==> config.mk <==
export PLATFORM = sky130hd
export DESIGN_NAME = kwm_matcher
export DESIGN_NICKNAME = d
export VERILOG_FILES = /design/src/rtl/kwm_pkg.sv /design/src/rtl/kwm_cma.sv /design/src/rtl/kwm_pe_chain.sv /design/src/rtl/kwm_lowest.sv /design/src/rtl/kwm_map_table.sv /design/src/rtl/kwm_matcher.sv
export SDC_FILE = /design/constraint.sdc
export NUM_CORES = 1
export LEC_CHECK = 0
export ABC_AREA = 0
export BUFFER_PORTS_ARGS = -buffer_cell sky130_fd_sc_hd__buf_2
export CAP_MARGIN = 20
export CELL_PAD_IN_SITES_DETAIL_PLACEMENT = 1
export CELL_PAD_IN_SITES_GLOBAL_PLACEMENT = 1
export CORE_MARGIN = 8
export CORE_UTILIZATION = 45
export CTS_BUF_LIST = sky130_fd_sc_hd__clkbuf_8
export CTS_CLUSTER_SIZE = 40
export DETAILED_ROUTE_END_ITERATION = 12
export PLACE_DENSITY = 0.74
export SYNTH_ARGS = -nofsm -noshare
export SYNTH_HDL_FRONTEND = slang
export SYNTH_SLANG_ARGS = --single-unit
==> constraint.sdc <==
create_clock -name clk -period 4.4 [get_ports clk]
set_clock_uncertainty 0.15 [all_clocks]
set_input_delay 0.88 -clock clk [delete_from_list [all_inputs] [get_ports clk]]
set_output_delay 0.88 -clock clk [all_outputs]
set_load 0.01 [all_outputs]
==> src/rtl/kwm_pkg.sv <==
package kwm_pkg;

   // Kind of value held in one slot of the position table
   typedef enum logic {
      PTR_DIRECT   = 1'b0,
      PTR_INDIRECT = 1'b1
   } ptr_kind_e;

   localparam int KWM_DEF_COLS   = 16;
   localparam int KWM_DEF_CHAR_W = 8;
   localparam int KWM_DEF_PTR_W  = 12;

endpackage

==> src/rtl/kwm_cma.sv <==
// Character compare array: one stored character and end mark per column,
// every column compared against the incoming byte in parallel.
module kwm_cma #(
   parameter  int NUM_COLS = kwm_pkg::KWM_DEF_COLS,
   parameter  int CHAR_W   = kwm_pkg::KWM_DEF_CHAR_W,
   localparam int IDX_W    = $clog2(NUM_COLS)
) (
   input  logic                clk,
   input  logic                rst_n,
   input  logic                wr_en,
   input  logic [IDX_W-1:0]    wr_col,
   input  logic [CHAR_W-1:0]   wr_char,
   input  logic                wr_end,
   input  logic [CHAR_W-1:0]   in_char,
   output logic [NUM_COLS-1:0] col_match,
   output logic [NUM_COLS-1:0] col_first,
   output logic [NUM_COLS-1:0] col_end
);

   generate
      if (NUM_COLS < 2) begin : g_bad_cols
         $error("kwm_cma: NUM_COLS must be at least 2");
      end
      if (CHAR_W < 1) begin : g_bad_char
         $error("kwm_cma: CHAR_W must be at least 1");
      end
   endgenerate

   logic [CHAR_W-1:0] char_q [NUM_COLS];
   logic [NUM_COLS-1:0] end_q;

   for (genvar c = 0; c < NUM_COLS; c++) begin : g_col
      logic sel;
      assign sel = wr_en && (wr_col == IDX_W'(c));

      always_ff @(posedge clk) begin
         if (!rst_n) begin
            char_q[c] <= '0;
            end_q[c]  <= 1'b0;
         end else if (sel) begin
            char_q[c] <= wr_char;
            end_q[c]  <= wr_end;
         end
      end

      // bitwise difference, reduced: equal only when no bit differs
      assign col_match[c] = ~|(char_q[c] ^ in_char);

      if (c == 0) begin : g_head
         assign col_first[c] = 1'b1;
      end else begin : g_link
         assign col_first[c] = end_q[c-1];
      end
   end

   assign col_end = end_q;

endmodule

==> src/rtl/kwm_pe_chain.sv <==
// Chain of processing elements: each keeps one flag meaning "keyword prefix
// ending at this column was seen on the last accepted byte".
module kwm_pe_chain #(
   parameter int NUM_COLS = kwm_pkg::KWM_DEF_COLS
) (
   input  logic                clk,
   input  logic                rst_n,
   input  logic                adv,
   input  logic                clr,
   input  logic [NUM_COLS-1:0] col_match,
   input  logic [NUM_COLS-1:0] col_first,
   output logic [NUM_COLS-1:0] flag_nxt,
   output logic [NUM_COLS-1:0] flag_q
);

   generate
      if (NUM_COLS < 2) begin : g_bad_cols
         $error("kwm_pe_chain: NUM_COLS must be at least 2");
      end
   endgenerate

   for (genvar p = 0; p < NUM_COLS; p++) begin : g_pe
      if (p == 0) begin : g_head
         assign flag_nxt[p] = col_match[p];
      end else begin : g_body
         assign flag_nxt[p] = col_match[p] & (col_first[p] | flag_q[p-1]);

         // a continuing element may only rise behind its predecessor
         assert_chain_link_R4: assert property (@(posedge clk) disable iff (!rst_n)
            ($rose(flag_q[p]) && !col_first[p]) |-> $past(flag_q[p-1]));
      end
   end

   always_ff @(posedge clk) begin
      if (!rst_n)      flag_q <= '0;
      else if (clr)    flag_q <= '0;
      else if (adv)    flag_q <= flag_nxt;
   end

   assert_idle_hold_R5: assert property (@(posedge clk) disable iff (!rst_n)
      (!adv && !clr) |=> $stable(flag_q));

   assert_clear_flags_R9_R10: assert property (@(posedge clk) disable iff (!rst_n)
      clr |=> (flag_q == '0));

endmodule

==> src/rtl/kwm_lowest.sv <==
// Lowest-index-wins selector over the completion vector.
module kwm_lowest #(
   parameter  int N     = kwm_pkg::KWM_DEF_COLS,
   localparam int IDX_W = $clog2(N)
) (
   input  logic [N-1:0]     req,
   output logic             any,
   output logic [IDX_W-1:0] idx
);

   generate
      if (N < 2) begin : g_bad_n
         $error("kwm_lowest: N must be at least 2");
      end
   endgenerate

   always_comb begin
      idx = '0;
      for (int i = N - 1; i >= 0; i--) begin
         if (req[i]) idx = IDX_W'(i);
      end
   end

   assign any = |req;

   always_comb begin
      if (any) begin
         assert_lowest_wins_R7: assert (req[idx] &&
            ((req & ((N'(1) << idx) - N'(1))) == '0));
      end
   end

endmodule

==> src/rtl/kwm_map_table.sv <==
// One slot per column: lookup address or indirect pointer plus kind bit.
module kwm_map_table #(
   parameter  int NUM_COLS = kwm_pkg::KWM_DEF_COLS,
   parameter  int PTR_W    = kwm_pkg::KWM_DEF_PTR_W,
   localparam int IDX_W    = $clog2(NUM_COLS)
) (
   input  logic                clk,
   input  logic                rst_n,
   input  logic                wr_en,
   input  logic [IDX_W-1:0]    wr_col,
   input  logic [PTR_W-1:0]    wr_ptr,
   input  kwm_pkg::ptr_kind_e  wr_kind,
   input  logic [IDX_W-1:0]    rd_idx,
   output logic [PTR_W-1:0]    rd_ptr,
   output kwm_pkg::ptr_kind_e  rd_kind
);

   generate
      if (PTR_W < 1) begin : g_bad_ptr
         $error("kwm_map_table: PTR_W must be at least 1");
      end
   endgenerate

   logic [PTR_W-1:0]   ptr_q  [NUM_COLS];
   kwm_pkg::ptr_kind_e kind_q [NUM_COLS];

   for (genvar s = 0; s < NUM_COLS; s++) begin : g_slot
      always_ff @(posedge clk) begin
         if (!rst_n) begin
            ptr_q[s]  <= '0;
            kind_q[s] <= kwm_pkg::PTR_DIRECT;
         end else if (wr_en && (wr_col == IDX_W'(s))) begin
            ptr_q[s]  <= wr_ptr;
            kind_q[s] <= wr_kind;
         end
      end
   end

   assign rd_ptr  = ptr_q[rd_idx];
   assign rd_kind = kind_q[rd_idx];

endmodule

==> src/rtl/kwm_matcher.sv <==
// Top: compare array, element chain, lowest-index selection, table lookup,
// registered hit outputs one cycle after the completing byte.
module kwm_matcher #(
   parameter  int NUM_COLS = kwm_pkg::KWM_DEF_COLS,
   parameter  int CHAR_W   = kwm_pkg::KWM_DEF_CHAR_W,
   parameter  int PTR_W    = kwm_pkg::KWM_DEF_PTR_W,
   localparam int IDX_W    = $clog2(NUM_COLS)
) (
   input  logic              clk,
   input  logic              rst_n,
   input  logic              cfg_we,
   input  logic [IDX_W-1:0]  cfg_col,
   input  logic [CHAR_W-1:0] cfg_char,
   input  logic              cfg_end,
   input  logic [PTR_W-1:0]  cfg_ptr,
   input  logic              cfg_ind,
   input  logic              str_valid,
   input  logic [CHAR_W-1:0] str_char,
   input  logic              str_restart,
   output logic              hit_valid,
   output logic [IDX_W-1:0]  hit_pe,
   output logic [PTR_W-1:0]  hit_ptr,
   output logic              hit_ind
);

   generate
      if (NUM_COLS < 2) begin : g_bad_cols
         $error("kwm_matcher: NUM_COLS must be at least 2");
      end
   endgenerate

   logic [NUM_COLS-1:0] col_match, col_first, col_end;
   logic [NUM_COLS-1:0] flag_nxt, flag_q, done;
   logic                clr, accept, enc_any;
   logic [IDX_W-1:0]    enc_idx;
   logic [PTR_W-1:0]    rd_ptr;
   kwm_pkg::ptr_kind_e  rd_kind;
   kwm_pkg::ptr_kind_e  wr_kind;

   assign clr     = cfg_we | str_restart;
   assign accept  = str_valid & ~clr;
   assign wr_kind = kwm_pkg::ptr_kind_e'(cfg_ind);

   kwm_cma #(.NUM_COLS(NUM_COLS), .CHAR_W(CHAR_W)) u_cma (
      .clk       (clk),
      .rst_n     (rst_n),
      .wr_en     (cfg_we),
      .wr_col    (cfg_col),
      .wr_char   (cfg_char),
      .wr_end    (cfg_end),
      .in_char   (str_char),
      .col_match (col_match),
      .col_first (col_first),
      .col_end   (col_end)
   );

   kwm_pe_chain #(.NUM_COLS(NUM_COLS)) u_chain (
      .clk       (clk),
      .rst_n     (rst_n),
      .adv       (str_valid),
      .clr       (clr),
      .col_match (col_match),
      .col_first (col_first),
      .flag_nxt  (flag_nxt),
      .flag_q    (flag_q)
   );

   assign done = flag_nxt & col_end & {NUM_COLS{accept}};

   kwm_lowest #(.N(NUM_COLS)) u_sel (
      .req (done),
      .any (enc_any),
      .idx (enc_idx)
   );

   kwm_map_table #(.NUM_COLS(NUM_COLS), .PTR_W(PTR_W)) u_map (
      .clk     (clk),
      .rst_n   (rst_n),
      .wr_en   (cfg_we),
      .wr_col  (cfg_col),
      .wr_ptr  (cfg_ptr),
      .wr_kind (wr_kind),
      .rd_idx  (enc_idx),
      .rd_ptr  (rd_ptr),
      .rd_kind (rd_kind)
   );

   always_ff @(posedge clk) begin
      if (!rst_n) begin
         hit_valid <= 1'b0;
         hit_pe    <= '0;
         hit_ptr   <= '0;
         hit_ind   <= 1'b0;
      end else begin
         hit_valid <= enc_any;
         if (enc_any) begin
            hit_pe  <= enc_idx;
            hit_ptr <= rd_ptr;
            hit_ind <= rd_kind;
         end
      end
   end

   // a hit is only reported for a byte that was actually taken
   assert_hit_after_byte_R3: assert property (@(posedge clk) disable iff (!rst_n)
      hit_valid |-> $past(str_valid && !str_restart && !cfg_we));

   // the reported column must carry an end mark
   assert_hit_on_end_R8: assert property (@(posedge clk) disable iff (!rst_n)
      hit_valid |-> col_end[hit_pe]);

endmodule

== Word level (Yosys, flattened, before mapping) ==
Memory sizes are Yosys's and may differ from the RTL's. A register that Yosys moved wholly into a read port is not among the register bits.
Cells that the tools add are included.

* ROM bits: 0
* Output and inout bits: 18
* Input bits: 39
* Register bits: 36
* Bits in latches: 0
* Memories: 3
* Bits in writable memories: 336

{| class="wikitable"
|+ Memory list
! name !! words !! width !! read ports !! clocked after memory_dff !! wr ports !! line !! source
|-
| u_map.ptr_q || 16 || 12 || 1 || 1 || 16 || kwm_map_table.sv:24 || <nowiki>logic [PTR_W-1:0] ptr_q [NUM_COLS];</nowiki>
|-
| u_cma.char_q || 16 || 8 || 16 || 0 || 16 || kwm_cma.sv:29 || <nowiki>logic [CHAR_W-1:0] char_q [NUM_COLS];</nowiki>
|-
| u_map.kind_q || 16 || 1 || 1 || 1 || 16 || kwm_map_table.sv:25 || <nowiki>kwm_pkg::ptr_kind_e kind_q [NUM_COLS];</nowiki>
|}

* Shifts and indexed selects: 0
* Bitwise gates (word level): 100
* Add/subtract/negate cells: 0
* Muxes and demuxes: 113
* Order comparisons: 0
* Multiply operators: 0
* Div/mod/pow operators: 0
* Reduce and logical (&&, ||, !) cells: 53
* Eq/ne operators: 15

{| class="wikitable"
|+ Operator list
! operator !! number
|-
| $mux 12 || 16
|-
| $mux 8 || 16
|-
| $reduce_or 8->1 || 16
|-
| $xor 8x8->8 || 16
|-
| $mux 1 || 65
|-
| $mux 4 || 16
|-
| $or 1x1->1 || 64
|-
| $and 16x16->16 || 2
|-
| $eq 4x4->1 const B || 8
|-
| $logic_not 1->1 || 18
|-
| $and 1x1->1 || 16
|-
| $eq 4x3->1 const B || 4
|-
| $logic_and 1x1->1 || 16
|-
| $reduce_or 16->1 || 1
|-
| $eq 4x2->1 const B || 2
|-
| $eq 4x1->1 const B || 1
|-
| $logic_not 4->1 || 1
|-
| $not 1->1 || 2
|-
| $reduce_or 2->1 || 1
|}

== Logic depth before layout (Yosys ltp) ==
Gate-level depths: netlist of run 1.
An unclocked memory read counts as a cell.

* Depth in word-level cells: 23
* Mapped depth: 16
* Mapped depth without buffers: 10

== By module ==
A second synthesis of run 1 with hierarchy kept.

* Cell total of the unflattened synthesis: 1383
* Area, all modules: 18482.7 µm²

{| class="wikitable"
|+ Modules (own cells, without submodules)
! module !! times used !! cells an instance !! area an instance (µm²)
|-
| kwm_map_table || 1 || 613 || 9550.4
|-
| kwm_cma || 1 || 593 || 7155.6
|-
| kwm_matcher || 1 || 75 || 817.0
|-
| kwm_pe_chain || 1 || 68 || 783.3
|-
| kwm_lowest || 1 || 34 || 176.4
|}

== Worst setup path before layout of run 1 ==
No wires, ideal clock.

* Kind: input -> register
* Start point: input port str_char[5]
* End point: register hit_ptr[4], read port of u_map.ptr_q
* Setup slack: 0.425 ns
* Cell stages on the path: 13
* Data arrival time: 3.691 ns
* Buffers on the path: 4
* Setup time: 0.134 ns
* Path through: buf_2 -> buf_4 -> xnor2_1 -> o2111ai_1 -> or4_1 -> a211o_1 -> o211ai_2 -> and2_1 -> buf_6 -> buf_2 -> mux2i_1 -> o22ai_1 -> or4_1

* Word-level cells in the longest chain between the ends: 22
* Elaborated cells between the ends (all ways): 82
* Those cells by class: 16 x mux; 33 x bitwise; 33 x reduce/logical

{| class="wikitable"
|+ Ends and longest elaborated chain
! what !! line !! source
|-
| from (decl) || kwm_matcher.sv:18 || <nowiki>input logic [CHAR_W-1:0] str_char,</nowiki>
|-
| $xor 8x8->8 || kwm_cma.sv:47 || <nowiki>assign col_match[c] = ~|(char_q[c] ^ in_char);</nowiki>
|-
| $reduce_or 8->1 || kwm_cma.sv:47 ||
|-
| $logic_not 1->1 || kwm_cma.sv:47 ||
|-
| $and 1x1->1 || kwm_pe_chain.sv:26 || <nowiki>assign flag_nxt[p] = col_match[p] & (col_first[p] | flag_q[p-1]);</nowiki>
|-
| $and 16x16->16 (*) (2 in a row) || kwm_matcher.sv:68 || <nowiki>assign done = flag_nxt & col_end & {NUM_COLS{accept}};</nowiki>
|-
| $mux 4 (16 in a row) || kwm_lowest.sv:20 || <nowiki>if (req[i]) idx = IDX_W'(i);</nowiki>
|-
| to (decl) || kwm_matcher.sv:22 || <nowiki>output logic [PTR_W-1:0] hit_ptr,</nowiki>
|}

Mark *: on every way between the ends. The rest lies on a longest branch, timed or not.
A chain may end at the register's enable or synchronous reset.

== Worst setup path after layout of run 1 ==
* Start point: input port str_char[1]
* End point: register hit_ptr[4], read port of u_map.ptr_q

Same word-level chain as after synthesis.

==> metrics.cfg, run 1 <==
[cts]
ctsHoldBuffers=0
htree_levels=3
cts_resized=0
postCtsSetupRepairBufs=0
insertion_delay_ns=0.61
cts-buffers-inserted=67
clock_path_buffers=3
clock-sinks=385
path_clk_slew_ns=0.05
cts_tree=built
clockRootBuffer=clkbuf_8

[critical_path]
critPathLaunchType=input pin
cp_top_family=compound AO/OA/AOI/OAI gates
cp.required_ns=4.80
path_class=in2reg
crit_fanout=37
cp_slowest_stage_delay_ns=0.82
critPathSlowestCell=a2111oi_0
cp_cell_sequence=buf_2 > buf_4 > xnor2_1 > nand3_1 > or2_0 > o31a_1 > a21o_1 > o21ai_2 > buf_4 > and3_1 > a2111oi_0 > a2111oi_0 > or4_1
end_kind=flip-flop
cp_data_arrival_time_ns=4.55
cp_num_buf_inv=3

[global_route]
grt_pass1_wl_um=84800
grt-ovfl-total=0
grt_max_degree=38
antenna_found_initial=1
grt_pass1_vias=13800
grt_usage_pct=23.7

[route]
top_layer=met4
antenna_left=0
wl_met2_um=27300
avgRoutedWirePerCell_um=25.4
wl_met3_um=4140
wl_met1_um=23600
drt_iter0_drc=1122
first_pass_iters=5
vias=13000
vias_per_cell=5.82
drc_errors=0
wirelength_um=56900

[finish]
syn_to_final_growth_pct=13.6
layout-drive-gt1-share_pct=16.6
fin_nets=1700
num_antenna_cells=0
postLayoutCoreUtil_pct=51.5

[logic_synthesis]
synth_async_sr_flop_share_pct=0
yosysMostFrequentCell=and2_1
synth_compound_area_share_pct=6.92
synth_cells=1554
synth-main-ff-cell=edfxtp_1
synth_area_um2=18400
synth.ff_latch_count=385
synth_area_per_cell_um2=11.9
synth.area.top_cells=edfxtp_1, and2_1, dfxtp_1
synth_simple_gate_area_share_pct=20.5
synth_cell_type_count=72
netlist.area_leader.share_pct=54.6
synth_top_area_cell=edfxtp_1
synth_warnings=0
synth-edff-count=335
syn_nets=1593
yosys-top-cells-count=and2_1, edfxtp_1, clkbuf_1
ys_seq_area_share_pct=60.0
synth_fa_ha_area_share_pct=0
synthMuxAreaShare_pct=2.79
synth_top_family_by_area=simple AND/OR/NAND/NOR gates
yosys.area_share.xor_xnor_pct=6.09

[floorplanning]
die_h_um=218
ios=57
core-area_um2=40600
rows=74
start_util_pct=45.3
fp.dieW_um=218
dieArea_um2=47700

[timing]
period_share_pct=94.3
rsz0062_at_grt=no
slew_headroom_pct=27.3
fmax_mhz=241
period_needed_ns=4.15
holdWs_ns=0.322
final-setup-viol-count=0
hold_viol=0
maxSlewViolCount=0
tightest_slew_ns=1.09

[power_and_ir_drop]
switching_power_mw=1.88
ir_drop_v=0.000172
p_leak_nw=7.69
swShare_pct=24.3
share_comb_of_total_power_pct=6.9
p_seq_share_pct=54.7
p_int_mw=5.85
power_density_nw_per_um2=370
clock_power_share_pct=38.4

[job]
cap_violations=0

[min_path]
hold_path_class=reg2reg

[placement]
dp_hpwl_um=37500
portBuffers=56
gp_congestion=0.869

[status]
status=finished clean

## power groups by stage
stage | logic [mW] | clock network, mW | registers, mW
floorplan | 0.299 | 0 | 4.29
global placement | 0.508 | 0 | 4.30
detailed placement | 0.526 | 0 | 4.31
CTS | 0.529 | 3.02 | 4.23
global route | 0.562 | 3.16 | 4.25
finish | 0.530 | 2.97 | 4.23
## final timing paths
check | from | endpoint | slack [ns] | cells after the start
worst max-delay path | str_char[1] | hit_ptr[4]$_SDFFE_PN0P_ | 0.25 | 13
worst min-delay path | u_chain.flag_q[12]$_SDFFE_PP0P_ | u_chain.flag_q[12]$_SDFFE_PP0P_ | 0.32 | 2
worst max register to register | u_cma.char_q[0][16]$_SDFFCE_PN0P_ | hit_ptr[4]$_SDFFE_PN0P_ | 0.56 | 13
worst min register to register | u_chain.flag_q[12]$_SDFFE_PP0P_ | u_chain.flag_q[12]$_SDFFE_PP0P_ | 0.32 | 2
## placed cells by master, fill, tap and decap left out, types with 5 or more instances in the layout
cell       count
dfxtp_1       50
mux2_2        11
o2111ai_1     11
o21ai_0       58
nor2_1        49
a21oi_1       27
edfxtp_1     335
a2111oi_0      8
a2bb2oi_1      6
mux2i_1       30
o22ai_1        6
xor2_1        58
o21ai_2       17
a222oi_1       6
or4_1          5
mux2_1         8
o211ai_1      15
nand3_1       78
clkbuf_8      74
and2_1       340
buf_12        11
buf_2         56
xnor2_1       70
inv_1         57
buf_4         91
nand2_1       67
nor4_1        19
nor3_1        10
and3_1        12
nand4_1       47
## metal layers
layer  global-route usage, %  vias to the layer above
met3                    4.29                      131
li1                        -                     5773
met4                    9.23                        0
met2                    39.3                      485
met5                       0                        -
met1                    30.7                     6628
## per-stage QoR
stage | setup TNS (ns) | cells | power (mW) | area [um2] | worst slack (ns)
2_1_floorplan | 0 | 1554 | 4.58 | 18400 | 0.425
3_3_place_gp | -0.299 | 2124 | 4.81 | 19800 | -0.237
3_5_place_dp | -0.420 | 2124 | 4.83 | 19800 | -0.235
4_1_cts | 0 | 2238 | 7.78 | 20900 | 0.374
5_1_grt | 0 | 2238 | 7.97 | 20900 | 0.117
6_report | 0 | 2238 | 7.74 | 20900 | 0.250
## final cells by class
cell class | count | area [um2]
Clock buffer | 74 | 1020
Clock inverter | 40 | 160
Fill cell | 4277 | 19700
Inverter | 24 | 90.1
Multi-Input combinational cell | 1025 | 6760
Sequential cell | 385 | 11100
Tap cell | 532 | 666
Timing Repair Buffer | 158 | 1180
## flip-flops by register name (all words and copies together), names as in the netlist
name / count
u_map.kind_q: 16
hit_pe: 4
hit_ptr: 12
hit_valid: 1
u_map.ptr_q: 192
u_chain.flag_q: 15
hit_ind: 1
u_cma.col_end: 16
u_cma.char_q: 128
## worst min-delay path: cells and delay by family (launching register included)
kind | cells | cell delay [ns]
compound gates | 1 | 0.05
simple gates | 1 | 0.06
flops | 1 | 0.31
## kinds of logic after synthesis
logic type / Yosys count
multiplexers: 49
AND/OR/NAND/NOR: 657
XOR/XNOR: 128
flip-flops: 385
AO/OA/AOI/OAI: 191
buffers and inverters: 144
Power figures use the tool's default switching activity.
==> run 2, diff against run 1 <==
--- a/config.mk
+++ b/config.mk
@@ -5,7 +5,7 @@
 export SDC_FILE = /design/constraint.sdc
 export NUM_CORES = 1
 export LEC_CHECK = 0
-export ABC_AREA = 0
+export ABC_AREA = 1
 export BUFFER_PORTS_ARGS = -buffer_cell sky130_fd_sc_hd__buf_2
 export CAP_MARGIN = 20
 export CELL_PAD_IN_SITES_DETAIL_PLACEMENT = 1
@@ -15,7 +15,7 @@
 export CTS_BUF_LIST = sky130_fd_sc_hd__clkbuf_8
 export CTS_CLUSTER_SIZE = 40
 export DETAILED_ROUTE_END_ITERATION = 12
-export PLACE_DENSITY = 0.74
+export PLACE_DENSITY = 0.77
 export SYNTH_ARGS = -nofsm -noshare
 export SYNTH_HDL_FRONTEND = slang
 export SYNTH_SLANG_ARGS = --single-unit
==> run 2 against run 1 <==
  * Final cell count grew 20%
  * Via count grew 17%
  * Non-clock buffer count shrank 48
  * Cell area shrank 1.2%
  * Synthesized cell count grew 32%
  * Global-route usage grew 2.6 points
  * Synthesized area grew 0.98%
  * Critical path depth grew 4
  * Clock power grew 6%
  * Sequential power is essentially flat
  * Critical endpoint is now hit_ptr[7]$_SDFFE_PN0P_
==> metrics.cfg, run 2 <==
[status]
status=finished clean

[cts]
clock_path_buffers=3
clock-sinks=385
ctsHoldBuffers=0
clockRootBuffer=clkbuf_8
htree_levels=3
path_clk_slew_ns=0.06
insertion_delay_ns=0.59
cts_resized=0
cts-buffers-inserted=66
cts_tree=built
postCtsSetupRepairBufs=0

[finish]
fin_cells=2683
final_cell_mix=nor2_1, edfxtp_1, nand2_1
final_common_cell=nor2_1
num_antenna_cells=0
layout-drive-gt1-share_pct=10.3
largest_register=u_map.ptr_q
fill_cells=4708
fin_area_um2=20700
syn_to_final_growth_pct=11.1
fin_nets=2138
top_regs=u_map.ptr_q: 192 flops, u_cma.char_q: 128 flops
largest_reg_flops=192

[route]
drc_errors=0
wl_met1_um=26300
wl_met2_um=29200
avgRoutedWirePerCell_um=23.4
wl_met3_um=5490
vias_per_cell=5.70
top_layer=met4
first_pass_iters=5
drt_iter0_drc=1526
wirelength_um=62800
antenna_left=0
vias=15300

[timing]
fmax_mhz=251
final-setup-viol-count=0
period_needed_ns=3.98
slew_headroom_pct=29.5
hold_viol=0
tns_ns=0
holdWs_ns=0.311
tightest_slew_ns=1.05
maxSlewViolCount=0
period_share_pct=90.6
rsz0062_at_grt=no

[power_and_ir_drop]
swShare_pct=25.1
ir_drop_v=0.000140
switching_power_mw=2.00
share_comb_of_total_power_pct=7.5
p_leak_nw=8.81
p_int_mw=5.99
p_seq_share_pct=53.0
power_density_nw_per_um2=387
clock_power_share_pct=39.6

[logic_synthesis]
ys_seq_area_share_pct=59.5
synth_async_sr_flop_share_pct=0
synth_warnings=0
synth_top_area_cell=edfxtp_1
synth_area_um2=18600
netlist.area_leader.share_pct=54.1
syn_nets=2093
synth_cell_type_count=39
synth-main-ff-cell=edfxtp_1
synth_area_per_cell_um2=9.06
synth-edff-count=335
synth.area.top_cells=edfxtp_1, nor2_1, nand3_1
yosys-top-cells-count=nor2_1, edfxtp_1, nand2_1
yosysMostFrequentCell=nor2_1
synth.ff_latch_count=385
synth_cells=2054

[placement]
place_area_um2=19400
dp_hpwl_um=40600
portBuffers=56
dp_cells=2562
gp_congestion=0.916

[critical_path]
cp_data_arrival_time_ns=4.37
cp.required_ns=4.78
critPathLaunchType=input pin
path_class=in2reg
end_kind=flip-flop
crit_fanout=16

[floorplanning]
die_h_um=219
dieArea_um2=48100
fp.dieW_um=219
core-area_um2=40800
ios=57
start_util_pct=45.6
rows=74

[global_route]
grt_max_degree=75
grt_pass1_vias=15800
grt_pass1_wl_um=96100
grt-ovfl-total=0
antenna_found_initial=0
grt_usage_pct=26.3

[job]
cap_violations=0

[min_path]
hold_path_class=reg2reg

## run 2: changes by cell type after synthesis, sizes merged, moves of 30 or more
cell | before | now
nand2 | 68 | 330
xnor2 | 70 | 24
inv | 24 | 228
o21ai | 76 | 40
and2 | 342 | 0
nor2 | 50 | 459
mux2i | 30 | 0
nand3 | 78 | 281
nand4 | 47 | 14
## run 2: final cells by class
| type | instances | area [um2] | area share [%] |
|---|---|---|---|
| Sequential cell | 385 | 11100 | 53.5 |
| Multi-Input combinational cell | 1306 | 6040 | 29.2 |
| Clock buffer | 75 | 1030 | 4.99 |
| Inverter | 230 | 863 | 4.18 |
| Timing Repair Buffer | 110 | 781 | 3.78 |
| Tap cell | 532 | 666 | 3.22 |
| Clock inverter | 45 | 231 | 1.12 |
## run 2: cell families after synthesis
| group | Yosys count | synth area share (%) |
|---|---|---|
| AO/OA/AOI/OAI | 75 | 2.32 |
| XOR/XNOR | 74 | 3.48 |
| buffers and inverters | 363 | 8.16 |
| flip-flops | 385 | 59.5 |
| AND/OR/NAND/NOR | 1157 | 26.6 |
## run 2: through the flow
step | setup WS [ns] | total power [mW] | util (%)
after floorplan | 0.855 | 4.64 | -
final | 0.415 | 7.99 | 50.6
after detailed placement | -0.00750 | 4.89 | 47.5
after CTS | 0.531 | 8.01 | 50.6
after global placement | 0.149 | 4.86 | 47.5
after global routing | 0.263 | 8.26 | 50.6
## run 2: worst paths after layout
path / start / endpoint / slack [ns] / depth (start not counted)
worst min register to register: hit_pe[1]$_SDFFE_PN0P_ / hit_pe[1]$_SDFFE_PN0P_ / 0.31 / 2
worst min-delay path: hit_pe[1]$_SDFFE_PN0P_ / hit_pe[1]$_SDFFE_PN0P_ / 0.31 / 2
worst max register to register: u_cma.char_q[0][25]$_SDFFCE_PN0P_ / hit_ptr[8]$_SDFFE_PN0P_ / 0.83 / 17
worst max-delay path: str_char[1] / hit_ptr[7]$_SDFFE_PN0P_ / 0.42 / 17
## run 2: power groups by stage
stage                     clock network, mW  registers (mW)  logic, mW
after global placement                    0            4.30      0.561
after floorplan                           0            4.28      0.357
final                                  3.16            4.24      0.596
after detailed placement                  0            4.31      0.583
after global routing                   3.36            4.25      0.643
after CTS                              3.19            4.23      0.589
## run 2: critical path, stage by stage
cell and delay, ns:
buf_2 0.11, inv_2 0.33, buf_4 0.21, or2_0 0.11, nand3_1 0.10, nor4_1 0.46, nand4_1 0.39, nand2_1 0.24
nor2_1 0.09, nand2_2 0.09, clkinv_1 0.44, buf_12 0.36, nand3_1 0.21, nand3_1 0.13, nand3_1 0.09, nand2_1 0.07
inv_1 0.05
## run 2: layer usage
layer | up-vias | GRT usage, %
met4 | 0 | 8.21
met1 | 7687 | 35.7
met5 | - | 0
met3 | 121 | 4.85
li1 | 6776 | -
met2 | 696 | 42.4
